===== config.mk =====
export PLATFORM = sky130hd
export DESIGN_NAME = ipi_dispatch
export DESIGN_NICKNAME = d
export VERILOG_FILES = /design/src/rtl/ipi_pkg.sv /design/src/rtl/ipi_cmd_capture.sv /design/src/rtl/ipi_target_fanout.sv /design/src/rtl/ipi_boot_seq.sv /design/src/rtl/ipi_dispatch.sv
export SDC_FILE = /design/constraint.sdc
export NUM_CORES = 1
export LEC_CHECK = 0
export CAP_MARGIN = 10
export CORE_ASPECT_RATIO = 2
export CORE_UTILIZATION = 41
export CTS_CLUSTER_DIAMETER = 40
export CTS_CLUSTER_SIZE = 10
export DETAILED_ROUTE_END_ITERATION = 6
export PLACE_DENSITY = 0.82
export SYNTH_ARGS = -nofsm -noshare
export SYNTH_HDL_FRONTEND = slang
export SYNTH_SLANG_ARGS = --single-unit

===== constraint.sdc =====
create_clock -name clk -period 3.1 [get_ports clk]
set_clock_uncertainty 0.2 [all_clocks]
set_input_delay 0.465 -clock clk [delete_from_list [all_inputs] [get_ports clk]]
set_output_delay 0.465 -clock clk [all_outputs]
set_load 0.1 [all_outputs]

===== src/rtl/ipi_pkg.sv =====
package ipi_pkg;

  typedef enum logic [1:0] {
    BOOT_HELD  = 2'd0,
    BOOT_ARMED = 2'd1,
    BOOT_RUN   = 2'd2
  } boot_e;

  typedef enum logic [1:0] {
    SH_DEST   = 2'd0,
    SH_SELF   = 2'd1,
    SH_ALL    = 2'd2,
    SH_OTHERS = 2'd3
  } shorthand_e;

  localparam logic [2:0] DM_FIXED = 3'b000;
  localparam logic [2:0] DM_NMI   = 3'b100;
  localparam logic [2:0] DM_INIT  = 3'b101;
  localparam logic [2:0] DM_START = 3'b110;

  localparam int VEC_W      = 8;
  localparam int ADDR_SHIFT = 12;
  localparam int ADDR_W     = VEC_W + ADDR_SHIFT;

  typedef struct packed {
    logic [31:0]      dest;
    shorthand_e       sh;
    logic             level;
    logic [2:0]       mode;
    logic [VEC_W-1:0] vec;
  } cmd_t;

endpackage


===== src/rtl/ipi_cmd_capture.sv =====
module ipi_cmd_capture
  import ipi_pkg::*;
(
  input  logic        clk,
  input  logic        rst_n,
  input  logic        wide_id,
  input  logic        wr_lo,
  input  logic        wr_hi,
  input  logic [63:0] wr_data,
  output logic        cmd_go,
  output cmd_t        cmd
);

  logic [31:0] hi_q;
  logic [63:0] word;

  always_ff @(posedge clk or negedge rst_n) begin
    if (!rst_n) begin
      hi_q <= '0;
    end else if (wr_hi && !wide_id) begin
      hi_q <= wr_data[31:0];
    end
  end

  always_comb begin
    word      = wide_id ? wr_data : {hi_q, wr_data[31:0]};
    cmd.vec   = word[7:0];
    cmd.mode  = word[10:8];
    cmd.level = word[14];
    cmd.sh    = shorthand_e'(word[19:18]);
    cmd.dest  = wide_id ? word[63:32] : {24'd0, word[63:56]};
  end

  assign cmd_go = wr_lo;

endmodule


===== src/rtl/ipi_target_fanout.sv =====
module ipi_target_fanout
  import ipi_pkg::*;
#(
  parameter int NUM_CPU = 4,
  localparam int CPU_W  = (NUM_CPU > 1) ? $clog2(NUM_CPU) : 1
) (
  input  cmd_t               cmd,
  input  logic [CPU_W-1:0]   src_cpu,
  input  logic [NUM_CPU-1:0] running,
  output logic [NUM_CPU-1:0] tgt_mask,
  output logic               dest_ok,
  output logic [CPU_W-1:0]   dest_idx
);

  logic [NUM_CPU-1:0] dest_hit;
  logic [NUM_CPU-1:0] self_hit;

  for (genvar i = 0; i < NUM_CPU; i++) begin : g_sel
    assign dest_hit[i] = (cmd.dest == 32'(i));
    assign self_hit[i] = (src_cpu == CPU_W'(i));
  end

  always_comb begin
    unique case (cmd.sh)
      SH_DEST:   tgt_mask = dest_hit;
      SH_SELF:   tgt_mask = self_hit;
      SH_ALL:    tgt_mask = running;
      SH_OTHERS: tgt_mask = running & ~self_hit;
      default:   tgt_mask = '0;
    endcase
  end

  assign dest_ok  = (cmd.dest != 32'd0) && (cmd.dest < 32'(NUM_CPU));
  assign dest_idx = cmd.dest[CPU_W-1:0];

endmodule


===== src/rtl/ipi_boot_seq.sv =====
module ipi_boot_seq
  import ipi_pkg::*;
#(
  parameter int NUM_CPU = 4,
  localparam int CPU_W  = (NUM_CPU > 1) ? $clog2(NUM_CPU) : 1
) (
  input  logic               clk,
  input  logic               rst_n,
  input  logic               init_go,
  input  logic               start_go,
  input  logic [CPU_W-1:0]   dest_idx,
  output logic [NUM_CPU-1:0] running,
  output logic [NUM_CPU-1:0] armed
);

  for (genvar i = 0; i < NUM_CPU; i++) begin : g_cpu
    if (i == 0) begin : g_primary
      assign running[i] = 1'b1;
      assign armed[i]   = 1'b0;
    end else begin : g_secondary
      boot_e st_q;
      logic  sel;

      assign sel = (dest_idx == CPU_W'(i));

      always_ff @(posedge clk or negedge rst_n) begin
        if (!rst_n) begin
          st_q <= BOOT_HELD;
        end else if (sel) begin
          if (init_go && st_q == BOOT_HELD) begin
            st_q <= BOOT_ARMED;
          end else if (start_go && st_q == BOOT_ARMED) begin
            st_q <= BOOT_RUN;
          end
        end
      end

      assign running[i] = (st_q == BOOT_RUN);
      assign armed[i]   = (st_q == BOOT_ARMED);
    end
  end

endmodule


===== src/rtl/ipi_dispatch.sv =====
module ipi_dispatch
  import ipi_pkg::*;
#(
  parameter int NUM_CPU = 4,
  localparam int CPU_W  = (NUM_CPU > 1) ? $clog2(NUM_CPU) : 1
) (
  input  logic               clk,
  input  logic               rst_n,
  input  logic               wide_id,
  input  logic [CPU_W-1:0]   src_cpu,
  input  logic               wr_lo,
  input  logic               wr_hi,
  input  logic [63:0]        wr_data,
  output logic [NUM_CPU-1:0] fix_req,
  output logic [7:0]         fix_vec,
  output logic [NUM_CPU-1:0] nmi_req,
  output logic               start_pulse,
  output logic [CPU_W-1:0]   start_cpu,
  output logic [ADDR_W-1:0]  start_addr,
  output logic               unhandled,
  output logic [NUM_CPU-1:0] running
);

  cmd_t               cmd;
  logic               cmd_go;
  logic [NUM_CPU-1:0] tgt_mask;
  logic               dest_ok;
  logic [CPU_W-1:0]   dest_idx;
  logic [NUM_CPU-1:0] armed;

  ipi_cmd_capture u_capture (
    .clk     (clk),
    .rst_n   (rst_n),
    .wide_id (wide_id),
    .wr_lo   (wr_lo),
    .wr_hi   (wr_hi),
    .wr_data (wr_data),
    .cmd_go  (cmd_go),
    .cmd     (cmd)
  );

  ipi_target_fanout #(.NUM_CPU(NUM_CPU)) u_fanout (
    .cmd      (cmd),
    .src_cpu  (src_cpu),
    .running  (running),
    .tgt_mask (tgt_mask),
    .dest_ok  (dest_ok),
    .dest_idx (dest_idx)
  );

  logic is_fix, is_nmi, is_init, is_start, from_primary;
  logic init_quiet, init_ok, start_ok, start_fire, kicked_out;

  always_comb begin
    is_fix       = (cmd.mode == DM_FIXED);
    is_nmi       = (cmd.mode == DM_NMI);
    is_init      = (cmd.mode == DM_INIT);
    is_start     = (cmd.mode == DM_START);
    from_primary = (src_cpu == '0);
    init_quiet   = is_init && !cmd.level;
    init_ok      = is_init && cmd.level && from_primary && dest_ok;
    start_ok     = is_start && from_primary && dest_ok;
    start_fire   = start_ok && armed[dest_idx];
    kicked_out   = !(is_fix || is_nmi || init_quiet || init_ok || start_ok);
  end

  ipi_boot_seq #(.NUM_CPU(NUM_CPU)) u_boot (
    .clk      (clk),
    .rst_n    (rst_n),
    .init_go  (cmd_go && init_ok),
    .start_go (cmd_go && start_ok),
    .dest_idx (dest_idx),
    .running  (running),
    .armed    (armed)
  );

  always_ff @(posedge clk or negedge rst_n) begin
    if (!rst_n) begin
      fix_req     <= '0;
      fix_vec     <= '0;
      nmi_req     <= '0;
      start_pulse <= 1'b0;
      start_cpu   <= '0;
      start_addr  <= '0;
      unhandled   <= 1'b0;
    end else begin
      fix_req     <= (cmd_go && is_fix) ? tgt_mask : '0;
      fix_vec     <= (cmd_go && is_fix) ? cmd.vec : '0;
      nmi_req     <= (cmd_go && is_nmi) ? tgt_mask : '0;
      start_pulse <= cmd_go && start_fire;
      start_cpu   <= (cmd_go && start_fire) ? dest_idx : '0;
      start_addr  <= (cmd_go && start_fire) ? {cmd.vec, {ADDR_SHIFT{1'b0}}} : '0;
      unhandled   <= cmd_go && kicked_out;
    end
  end

endmodule


Word level (Yosys, flattened, before mapping) --
Index checks and enable logic that the tools add are counted.
Storage, ports and cells: input bits 71, register bits 78, output and inout bits 44, logic and storage cells 94
Operators by class: reduce and logical (&&, ||, !) cells 42, bitwise gates (word level) 2, multiplexer cells 16, equal/unequal tests 21, $lt $le $gt $ge 2
Operators by type and width (count):
- == test 32 x 2 -> 1 bit, second input constant | 2
- 2-to-1 mux 64 bit | 1
- == test 32 x 1 -> 1 bit, second input constant | 1
- zero test 32 bit | 1
- < comparator 32 x 3 -> 1 bit, second input constant | 1
- 2-to-1 mux 32 bit | 1
- nonzero test 32 bit | 1
- logical AND 1 bit | 21
- 2-to-1 mux 20 bit | 1
- == test 2 bit, second input constant | 9
- case mux 4 bit (4 select lines) | 1
- 2-to-1 mux 2 bit | 7
- == test 2 x 1 -> 1 bit, second input constant | 6
- zero test 2 bit | 5
- == test 3 bit, second input constant | 3
- 2-to-1 mux 4 bit | 2
- 2-to-1 mux 8 bit | 1
- AND reduction 2 bit | 3
- nonzero test 2 bit | 3
- AND 4 bit | 1
- logical OR 1 bit | 4
- NOT 4 bit | 1
- zero test 1 bit | 3
- zero test 3 bit | 1
- other kinds (3) | 3

Longest topological paths before layout --
Gate-level depths: netlist of run 1.
depth after elaboration 9, gate-level depth with buffers 8, mapped depth without buffers 5

Modules after synthesis --
Synthesis of run 1 repeated with hierarchy kept, for this count alone.
Unflattened totals: cell total of the unflattened synthesis 219, area total of the unflattened synthesis 2417.3 um^2
Modules (own cells, without submodules):
- ipi_dispatch | instances 1, cells each 84, seq. area each 700.7 um^2, area each 1114.8 um^2
- ipi_cmd_capture | instances 1, cells each 70, seq. area each 200.2 um^2, area each 718.2 um^2
- ipi_boot_seq | instances 1, cells each 30, seq. area each 150.1 um^2, area each 355.3 um^2
- ipi_target_fanout | instances 1, cells each 35, seq. area each 0.0 um^2, area each 229.0 um^2

Least setup slack after synthesis of run 1 --
OpenSTA, ideal clock, no wires.
kind register to register, start point register u_boot.g_cpu[1].g_secondary.st_q[0], end point register nmi_req[1], buffers on the path 0, setup time 0.065 ns, period minus slack after synthesis 2.663 ns, slack 0.437 ns, arrival time 2.398 ns, stages on the path, launching flop included 5, required time 2.835 ns, cell sequence dfrtp_1 nor2b_1 o21ai_0 a21oi_1 o211a_1
Between the ends: longest elaborated chain between the ends 4
RTL lines:
- start: declaration | line ipi_boot_seq.sv:21 | boot_e st_q;
- start signal: assignment | line ipi_boot_seq.sv:28 | st_q <= BOOT_HELD;
- start signal: assignment | line ipi_boot_seq.sv:31 | st_q <= BOOT_ARMED;
- start signal: assignment | line ipi_boot_seq.sv:33 | st_q <= BOOT_RUN;
- == test 2 bit * | line ipi_boot_seq.sv:38 | assign running[i] = (st_q == BOOT_RUN);
- via running[1] | line ipi_dispatch.sv:21 | output logic [NUM_CPU-1:0] running
- AND 4 bit | line ipi_target_fanout.sv:28 | SH_OTHERS: tgt_mask = running & ~self_hit;
- case mux 4 bit (4 select lines) * | line ipi_target_fanout.sv:24 | unique case (cmd.sh)
- 2-to-1 mux 4 bit * | line ipi_dispatch.sv:89 | nmi_req <= (cmd_go && is_nmi) ? tgt_mask : '0;
- end signal: assignment | line ipi_dispatch.sv:89
- end: declaration | line ipi_dispatch.sv:16 | output logic [NUM_CPU-1:0] nmi_req,
Mark *: on every way through the listed nets, which the timed path passes. The rest lies on a longest branch. A chain may end at the register's enable or synchronous reset.

Worst setup path in the final report of run 1 --
start point input wide_id, end point register u_boot.g_cpu[1].g_secondary.st_q[0]
Between the ends: longest elaborated chain between the ends 9, elaborated cells between the ends (all ways) 15, classes of those cells order compare: 1; eq/ne: 1; mux: 3; reduce/logical: 10
RTL lines:
- start: declaration | line ipi_dispatch.sv:9 | input logic wide_id,
- 2-to-1 mux 64 bit | line ipi_cmd_capture.sv:26 | word = wide_id ? wr_data : {hi_q, wr_data[31:0]};
- 2-to-1 mux 32 bit * | line ipi_cmd_capture.sv:31 | cmd.dest = wide_id ? word[63:32] : {24'd0, word[63:56]};
- < comparator 32 x 3 -> 1 bit or nonzero test 32 bit (tied branches) | line ipi_target_fanout.sv:33 | assign dest_ok = (cmd.dest != 32'd0) && (cmd.dest < 32'(NUM_CPU));
- logical AND 1 bit | line ipi_target_fanout.sv:33
- logical AND 1 bit (on tied branches) | line ipi_dispatch.sv:62, ipi_dispatch.sv:61
- logical AND 1 bit (on tied branches) | line ipi_dispatch.sv:71, ipi_dispatch.sv:70
- logical AND 1 bit (on tied branches) | line ipi_boot_seq.sv:32, ipi_boot_seq.sv:30
- nonzero test 2 bit (no line)
- AND reduction 2 bit (no line)
Every way passes the cells marked *; elsewhere a longest branch is shown, timed or not.

==> flow_results.xml, run 1 <==
<?xml version="1.0" encoding="UTF-8"?>
<metrics>
  <group name="outcome">
    <metric name="run_status" unit="">completed</metric>
  </group>
  <group name="power">
    <metric name="sequential_cell_fraction_of_total_power" unit="">0.476</metric>
    <metric name="share_clk_of_total_power" unit="">0.295</metric>
    <metric name="p_int" unit="uW">836.0</metric>
    <metric name="p_leak" unit="uW">0.001388</metric>
    <metric name="power_per_cell_area" unit="mW/mm^2">404.6</metric>
    <metric name="switching_power" unit="uW">380.4</metric>
    <metric name="max-vdd-ir-drop" unit="V">0.0003367</metric>
    <metric name="share_comb_of_total_power" unit="">0.229</metric>
    <metric name="report.power.total" unit="uW">1216</metric>
    <metric name="p_sw_frac" unit="">0.3127</metric>
  </group>
  <group name="logic_synthesis">
    <metric name="ys_ff_latch" unit="">42</metric>
    <metric name="synth-edff-count" unit="">0</metric>
    <metric name="synth.distinct_cells" unit="">48</metric>
    <metric name="syn-cell-area" unit="mm^2">0.002091</metric>
    <metric name="synth-main-ff-cell" unit="">dfrtp_1</metric>
    <metric name="synth_async_sr_flop_share" unit="">1.000</metric>
    <metric name="synth_warnings" unit="">0</metric>
    <metric name="synth_sequential_area_ratio" unit="">0.5027</metric>
    <metric name="synth.top_cells.by_area" unit="">dfrtp_1 (50%), buf_4 (5.4%), and2_1 (5.1%)</metric>
    <metric name="post-synth-top-area-fraction" unit="">0.5027</metric>
    <metric name="synthCells" unit="">202</metric>
    <metric name="synth_top_cell_by_area" unit="">dfrtp_1</metric>
    <metric name="post_synth.cell_area_avg" unit="um^2">10.35</metric>
  </group>
  <group name="floorplanning">
    <metric name="ioPinCount" unit="">115</metric>
    <metric name="fp.dieH" unit="um">103.0</metric>
    <metric name="dieArea" unit="mm^2">0.005406</metric>
    <metric name="fp-row-count" unit="">36</metric>
    <metric name="design.core.area" unit="mm^2">0.004865</metric>
    <metric name="initial_core_util" unit="">0.4298</metric>
    <metric name="chipWidth" unit="um">52.50</metric>
  </group>
  <group name="grt">
    <metric name="grt_pass1_vias" unit="">1825</metric>
    <metric name="grt_max_degree" unit="">43</metric>
    <metric name="grt_util_all_layers" unit="">0.2029</metric>
    <metric name="grt_overflow_total" unit="">0</metric>
    <metric name="grt_pass1_wl" unit="mm">7.872</metric>
    <metric name="antenna_found_initial" unit="">0</metric>
  </group>
  <group name="clock_tree">
    <metric name="number_of_buffers_created_by_cts" unit="">5</metric>
    <metric name="clock_latency_on_the_worst_skew_pair" unit="ps">290</metric>
    <metric name="cts.root.buffer_cell" unit="">clkbuf_8</metric>
    <metric name="cts.sinks" unit="">42</metric>
    <metric name="clk_pin_slew_worst_paths" unit="ps">80</metric>
    <metric name="cts.repair.resized" unit="">0</metric>
    <metric name="max_buffers_root_to_sink" unit="">2</metric>
    <metric name="post-cts-setup-buffers" unit="">0</metric>
    <metric name="hold_buffers" unit="">0</metric>
    <metric name="cts_tree" unit="">built</metric>
    <metric name="cts-htree-levels" unit="">2</metric>
  </group>
  <group name="finish">
    <metric name="insertedDiodeCount" unit="">0</metric>
    <metric name="fillerInstances" unit="">429</metric>
    <metric name="drive_gt1_frac" unit="">0.2021</metric>
    <metric name="final_common_cell" unit="">clkdlybuf4s50_1</metric>
    <metric name="layout_area_growth_over_synthesis" unit="%">43.81</metric>
    <metric name="finalNetCount" unit="">362</metric>
    <metric name="mostFrequentLayoutCells" unit="">clkdlybuf4s50_1 (59), dfrtp_1 (42), buf_4 (35)</metric>
  </group>
  <group name="timing">
    <metric name="timing.final.hold_violations" unit="">0</metric>
    <metric name="timing.final.setup_violations" unit="">0</metric>
    <metric name="fin_worst_hold_slack" unit="ps">104.2</metric>
    <metric name="final.min_clock_period" unit="ps">2628</metric>
    <metric name="rsz0062_at_grt" unit="">no</metric>
    <metric name="worst_pin_slew" unit="ps">929.7</metric>
    <metric name="final_max_slew_viol_count" unit="">0</metric>
    <metric name="final.period_utilization" unit="">0.8477</metric>
    <metric name="slew_headroom" unit="">0.3802</metric>
    <metric name="setup_slack" unit="ps">472.0</metric>
    <metric name="fin_setup_tns" unit="ps">0</metric>
    <metric name="timing.fmax" unit="MHz">380.5</metric>
  </group>
  <group name="critical_path">
    <metric name="max_stage_delay" unit="ps">540</metric>
    <metric name="worstPathArrival" unit="ps">2640</metric>
    <metric name="critical_path.cell_chain" unit="">clkdlybuf4s50_1, nor3b_1, or4_1, nor4_1, o21ai_0, o2bb2ai_1</metric>
    <metric name="cp_max_fo" unit="">6</metric>
    <metric name="setup_crit_end_kind" unit="">flop</metric>
    <metric name="critPathLaunchType" unit="">input port</metric>
    <metric name="crit_type" unit="">in -&gt; reg</metric>
    <metric name="crit_required" unit="ps">3110</metric>
    <metric name="critPathSlowestCell" unit="">or4_1</metric>
  </group>
  <group name="drt">
    <metric name="postRouteAntennaNets" unit="">0</metric>
    <metric name="first_iter_violations" unit="">39</metric>
    <metric name="routed-via-count" unit="">1838</metric>
    <metric name="totalWireLength" unit="mm">5.027</metric>
    <metric name="drc" unit="">0</metric>
    <metric name="detailedRoute.firstPassIterationCount" unit="">4</metric>
    <metric name="post_drt_wl_per_cell" unit="um">14.40</metric>
    <metric name="post_drt_via_cell_ratio" unit="">5.266</metric>
  </group>
  <group name="placement">
    <metric name="port_buffers" unit="">91</metric>
    <metric name="hpwlAfterDp" unit="mm">4.054</metric>
    <metric name="placement.setup.worst_slack" unit="ps">201.5</metric>
    <metric name="gpl.final_weighted_congestion" unit="">0.8822</metric>
  </group>
  <group name="worst_hold_path">
    <metric name="min-delay-path-class" unit="">in -&gt; async</metric>
  </group>
  <group name="job">
    <metric name="cap_viol_max_count" unit="">0</metric>
  </group>
</metrics>
## cells in the mapped netlist (3+ instances only)
cell type / n
nor4_1: 9
o21ai_0: 7
inv_1: 3
nor2_1: 6
nor2b_1: 7
and2_1: 17
nand2b_1: 5
clkbuf_1: 5
o211a_1: 4
a21oi_1: 8
nand2_1: 13
buf_4: 15
buf_1: 3
nor3_1: 6
mux2_2: 8
dfrtp_1: 42
## layer usage
layer,part of all wire,track usage,vias up
li1,-,-,865
met1,0.32,0.1734,854
met2,0.57,0.3992,104
met3,0.056,0.04130,15
met4,0.046,0.1194,0
met5,0,0,-
## path summary, 6_finish.rpt
path | from | slack [ps] | cells past startpoint | to
worst min-delay path | rst_n | 100 | 1 | u_boot.g_cpu[1].g_secondary.st_q[1]$_DFFE_PN0P_
min in group clk | u_capture.hi_q[28]$_DFFE_PN0P_ | 320 | 1 | u_capture.hi_q[28]$_DFFE_PN0P_
max in group asynchronous | rst_n | 2020 | 1 | nmi_req[3]$_DFF_PN0_
worst max-delay path | wide_id | 470 | 6 | u_boot.g_cpu[1].g_secondary.st_q[0]$_DFFE_PN0P_
worst min register to register | u_capture.hi_q[28]$_DFFE_PN0P_ | 320 | 1 | u_capture.hi_q[28]$_DFFE_PN0P_
worst max register to register | u_capture.hi_q[25]$_DFFE_PN0P_ | 910 | 5 | u_boot.g_cpu[1].g_secondary.st_q[0]$_DFFE_PN0P_
## flip-flops by register name, summed over array words and instances (netlist names)
register,cells
start_pulse,1
u_capture.hi_q,8
fix_req,4
start_addr,8
u_boot.g_cpu.g_secondary.st_q,6
start_cpu,2
nmi_req,4
fix_vec,8
unhandled,1
## power groups by stage
stage	sequential (uW)	combinational (uW)	clock [uW]
after floorplan	618	148	0
after global placement	589	274	0
after detailed placement	590	278	0
after CTS	579	279	369
after global routing	582	295	391
final	579	278	359
## final cells by class
cell class	count	area [um^2]	share of cell area
Clock buffer	5	68.82	0.02289
Clock inverter	3	23.77	0.007907
Inverter	3	11.26	0.003745
Multi-Input combinational cell	144	922.1	0.3067
Sequential cell	42	1051	0.3496
Tap cell	57	71.32	0.02372
Timing Repair Buffer	95	858.3	0.2855
## logic make-up after synthesis
group           share of synthesized area
buf+inv                           0.07600
mux                               0.05267
flops                              0.5027
other cells                      0.003592
simple gates                       0.2232
compound gates                     0.1376
xor+xnor                         0.004190
## stage by stage
stage               instances    util  cell area (um^2)
floorplan                 213       -              2132
global placement          341  0.5990              2914
detailed placement        341  0.5990              2914
CTS                       349  0.6181              3007
global route              349  0.6181              3007
finish                    349  0.6181              3007
## worst max-delay path: cells and delay by family
family          cells  cell delay (ps)
compound gates      2              460
buf+inv             1              500
simple gates        3             1220
No activity file was read; power rests on OpenSTA's default activity.
==> inputs of run 2 (changes only) <==
- CORE_UTILIZATION: 41 -> 34
- PLACE_DENSITY: 0.82 -> 0.73
- clock period: 3.1 -> 2.28 ns (I/O delays scaled with it)
==> run 2 against run 1 <==
  * The flow now finishes with violations (design-rule violations)
  * Combinational power grew 54%
  * Final cell count grew 11%
  * Flip-flop and latch count is the same
  * Sequential power grew 36%
  * Highest routed layer unchanged
  * Die area grew 20%
  * Non-clock buffer count grew 34
  * Critical path depth grew 1
  * Wire length grew 12%
  * Register-to-register slack lost 610 ps
  * Cell area grew 15%
  * Setup slack lost 430 ps
==> flow_results.xml, run 2 (synthesis results as in run 1) <==
<?xml version="1.0" encoding="UTF-8"?>
<metrics>
  <group name="timing">
    <metric name="setup_slack" unit="ps">44.81</metric>
    <metric name="timing.final.setup_violations" unit="">0</metric>
    <metric name="final.period_utilization" unit="">0.9803</metric>
    <metric name="final_max_slew_viol_count" unit="">0</metric>
    <metric name="worst_pin_slew" unit="ps">559.6</metric>
    <metric name="fin_worst_hold_slack" unit="ps">309.4</metric>
    <metric name="slew_headroom" unit="">0.6163</metric>
    <metric name="timing.final.hold_violations" unit="">0</metric>
    <metric name="final.min_clock_period" unit="ps">2235</metric>
    <metric name="rsz0062_at_grt" unit="">no</metric>
    <metric name="timing.fmax" unit="MHz">447.4</metric>
  </group>
  <group name="critical_path">
    <metric name="worstPathArrival" unit="ps">2200</metric>
    <metric name="path_delay_family" unit="">simple AND/OR/NAND/NOR gates</metric>
    <metric name="regToRegSetupSlack" unit="ps">300</metric>
    <metric name="cp_max_fo" unit="">3</metric>
    <metric name="max_stage_delay" unit="ps">460</metric>
    <metric name="path_buf_inv" unit="">2</metric>
    <metric name="crit_required" unit="ps">2240</metric>
    <metric name="critical_path.cell_chain" unit="">clkdlybuf4s50_1, nor4_1, nand4_1, or3_4, buf_4, a2111oi_4, o21ai_1</metric>
    <metric name="crit_type" unit="">in -&gt; reg</metric>
    <metric name="setup_crit_end_kind" unit="">flop</metric>
    <metric name="critPathSlowestCell" unit="">or3_4</metric>
    <metric name="critPathLaunchType" unit="">input port</metric>
  </group>
  <group name="drt">
    <metric name="drc" unit="">6</metric>
    <metric name="totalWireLength" unit="mm">5.625</metric>
    <metric name="detailedRoute.firstPassIterationCount" unit="">6</metric>
    <metric name="postRouteAntennaNets" unit="">0</metric>
    <metric name="post_drt_wl_per_cell" unit="um">14.50</metric>
    <metric name="routed-via-count" unit="">1944</metric>
    <metric name="post_drt_via_cell_ratio" unit="">5.010</metric>
    <metric name="first_iter_violations" unit="">48</metric>
  </group>
  <group name="finish">
    <metric name="drive_gt1_frac" unit="">0.3262</metric>
    <metric name="stdcell_count" unit="">388</metric>
    <metric name="insertedDiodeCount" unit="">0</metric>
    <metric name="mostFrequentLayoutCells" unit="">buf_4 (63), clkdlybuf4s50_1 (43), dfrtp_1 (42)</metric>
    <metric name="layout_area_growth_over_synthesis" unit="%">65.11</metric>
    <metric name="fillerInstances" unit="">521</metric>
    <metric name="finalNetCount" unit="">396</metric>
    <metric name="final_common_cell" unit="">buf_4</metric>
    <metric name="seqCellArea" unit="mm^2">0.001051</metric>
    <metric name="multi_input_comb_area" unit="mm^2">0.001028</metric>
    <metric name="fin_area" unit="mm^2">0.003452</metric>
    <metric name="reg.largest.list" unit="">fix_vec (8), start_addr (8), u_capture.hi_q (8)</metric>
  </group>
  <group name="worst_hold_path">
    <metric name="min-delay-path-class" unit="">reg -&gt; reg</metric>
  </group>
  <group name="placement">
    <metric name="placement.setup.worst_slack" unit="ps">-529.9</metric>
    <metric name="post-place-cells" unit="">375</metric>
    <metric name="port_buffers" unit="">91</metric>
    <metric name="post_dp_cell_area" unit="mm^2">0.003189</metric>
    <metric name="hpwlAfterDp" unit="mm">4.423</metric>
    <metric name="gpl.final_weighted_congestion" unit="">0.8939</metric>
  </group>
  <group name="grt">
    <metric name="grt_util_all_layers" unit="">0.1770</metric>
    <metric name="busiest_layer" unit="">met2</metric>
    <metric name="use_met3" unit="">0.02400</metric>
    <metric name="met2_usage" unit="">0.3434</metric>
    <metric name="grt_max_degree" unit="">43</metric>
    <metric name="antenna_found_initial" unit="">0</metric>
    <metric name="grt_pass1_wl" unit="mm">8.756</metric>
    <metric name="grt_pass1_vias" unit="">1986</metric>
    <metric name="grt_overflow_total" unit="">0</metric>
    <metric name="met1_usage" unit="">0.1564</metric>
  </group>
  <group name="floorplanning">
    <metric name="dieArea" unit="mm^2">0.006486</metric>
    <metric name="fp-row-count" unit="">40</metric>
    <metric name="initial_core_util" unit="">0.3511</metric>
    <metric name="design.core.area" unit="mm^2">0.005956</metric>
    <metric name="ioPinCount" unit="">115</metric>
    <metric name="fp.dieH" unit="um">112.9</metric>
    <metric name="chipWidth" unit="um">57.45</metric>
  </group>
  <group name="job">
    <metric name="cap_viol_max_count" unit="">0</metric>
  </group>
  <group name="clock_tree">
    <metric name="cts.sinks" unit="">42</metric>
    <metric name="clock_latency_on_the_worst_skew_pair" unit="ps">280</metric>
    <metric name="max_buffers_root_to_sink" unit="">2</metric>
    <metric name="clk_pin_slew_worst_paths" unit="ps">60</metric>
    <metric name="cts_tree" unit="">built</metric>
    <metric name="cts-htree-levels" unit="">2</metric>
    <metric name="number_of_buffers_created_by_cts" unit="">5</metric>
    <metric name="cts.root.buffer_cell" unit="">clkbuf_16</metric>
  </group>
  <group name="outcome">
    <metric name="run_status" unit="">finished, violations left</metric>
    <metric name="violated_checks" unit="">design-rule violations</metric>
  </group>
  <group name="power">
    <metric name="max-vdd-ir-drop" unit="V">0.0003909</metric>
    <metric name="power_per_cell_area" unit="mW/mm^2">545.0</metric>
    <metric name="p_leak" unit="uW">0.001651</metric>
  </group>
</metrics>
[run 2: worst paths after layout]
| check | from | end | depth (start not counted) |
|---|---|---|---|
| hold reg to reg | u_capture.hi_q[31]$_DFFE_PN0P_ | u_capture.hi_q[31]$_DFFE_PN0P_ | 1 |
| setup / recovery | wr_data[51] | u_boot.g_cpu[2].g_secondary.st_q[0]$_DFFE_PN0P_ | 7 |
| max in group asynchronous | rst_n | fix_req[1]$_DFF_PN0_ | 3 |
| hold / removal | u_capture.hi_q[31]$_DFFE_PN0P_ | u_capture.hi_q[31]$_DFFE_PN0P_ | 1 |
| min in group asynchronous | rst_n | u_capture.hi_q[29]$_DFFE_PN0P_ | 3 |
| setup reg to reg | u_capture.hi_q[25]$_DFFE_PN0P_ | u_boot.g_cpu[3].g_secondary.st_q[0]$_DFFE_PN0P_ | 5 |
[run 2: cell type report]
type | count | area share
timing repair buffer | 129 | 0.3324
tap | 63 | 0.02283
clock buffer | 5 | 0.03625
inverter | 3 | 0.003262
sequential | 42 | 0.3045
multi-input combinational | 144 | 0.2979
clock inverter | 2 | 0.002900
[run 2: report_power, final]
group / leakage [uW] / internal, uW / total [uW] / switching [uW]
clock: 0.0000694 / 395 / 663 / 268
combinational: 0.00102 / 177 / 428 / 251
sequential: 0.000560 / 773 / 790 / 17.6
total: 0.00165 / 1340 / 1880 / 537
[run 2: worst reg2reg max path, stage by stage (launching register included)]
cell and delay [ps]:
dfrtp_1 430, nor3_1 100, or4b_4 590, nor4_1 290, o21ai_0 130, o2bb2ai_1 140
[run 2: through the flow]
| step | util | TNS [ps] | total power, uW |
|---|---|---|---|
| 2_1_floorplan | - | 0 | 1042 |
| 3_3_place_gp | 0.5355 | -7755 | 1218 |
| 3_5_place_dp | 0.5355 | -8992 | 1224 |
| 4_1_cts | 0.5742 | 0 | 1886 |
| 5_1_grt | 0.5796 | 0 | 1955 |
| 6_report | 0.5796 | 0 | 1881 |
[run 2: timing repair]
| item | CTS | global route |
|---|---|---|
| hold buffers | 1 | 0 |
| cloned | 1 | 0 |
| resized for setup | 29 | 9 |
| setup buffers | 4 | 1 |
| endpoints found under the hold margin | 42 | 0 |
| setup endpoints to repair | 20 | 15 |
| pin swaps | 2 | 6 |
[run 2: layer usage]
metal  wire length [um]  up-vias
met5                  0        -
li1                   -      931
met1               1815      911
met2               3275       81
met3                245       21
met4                288        0
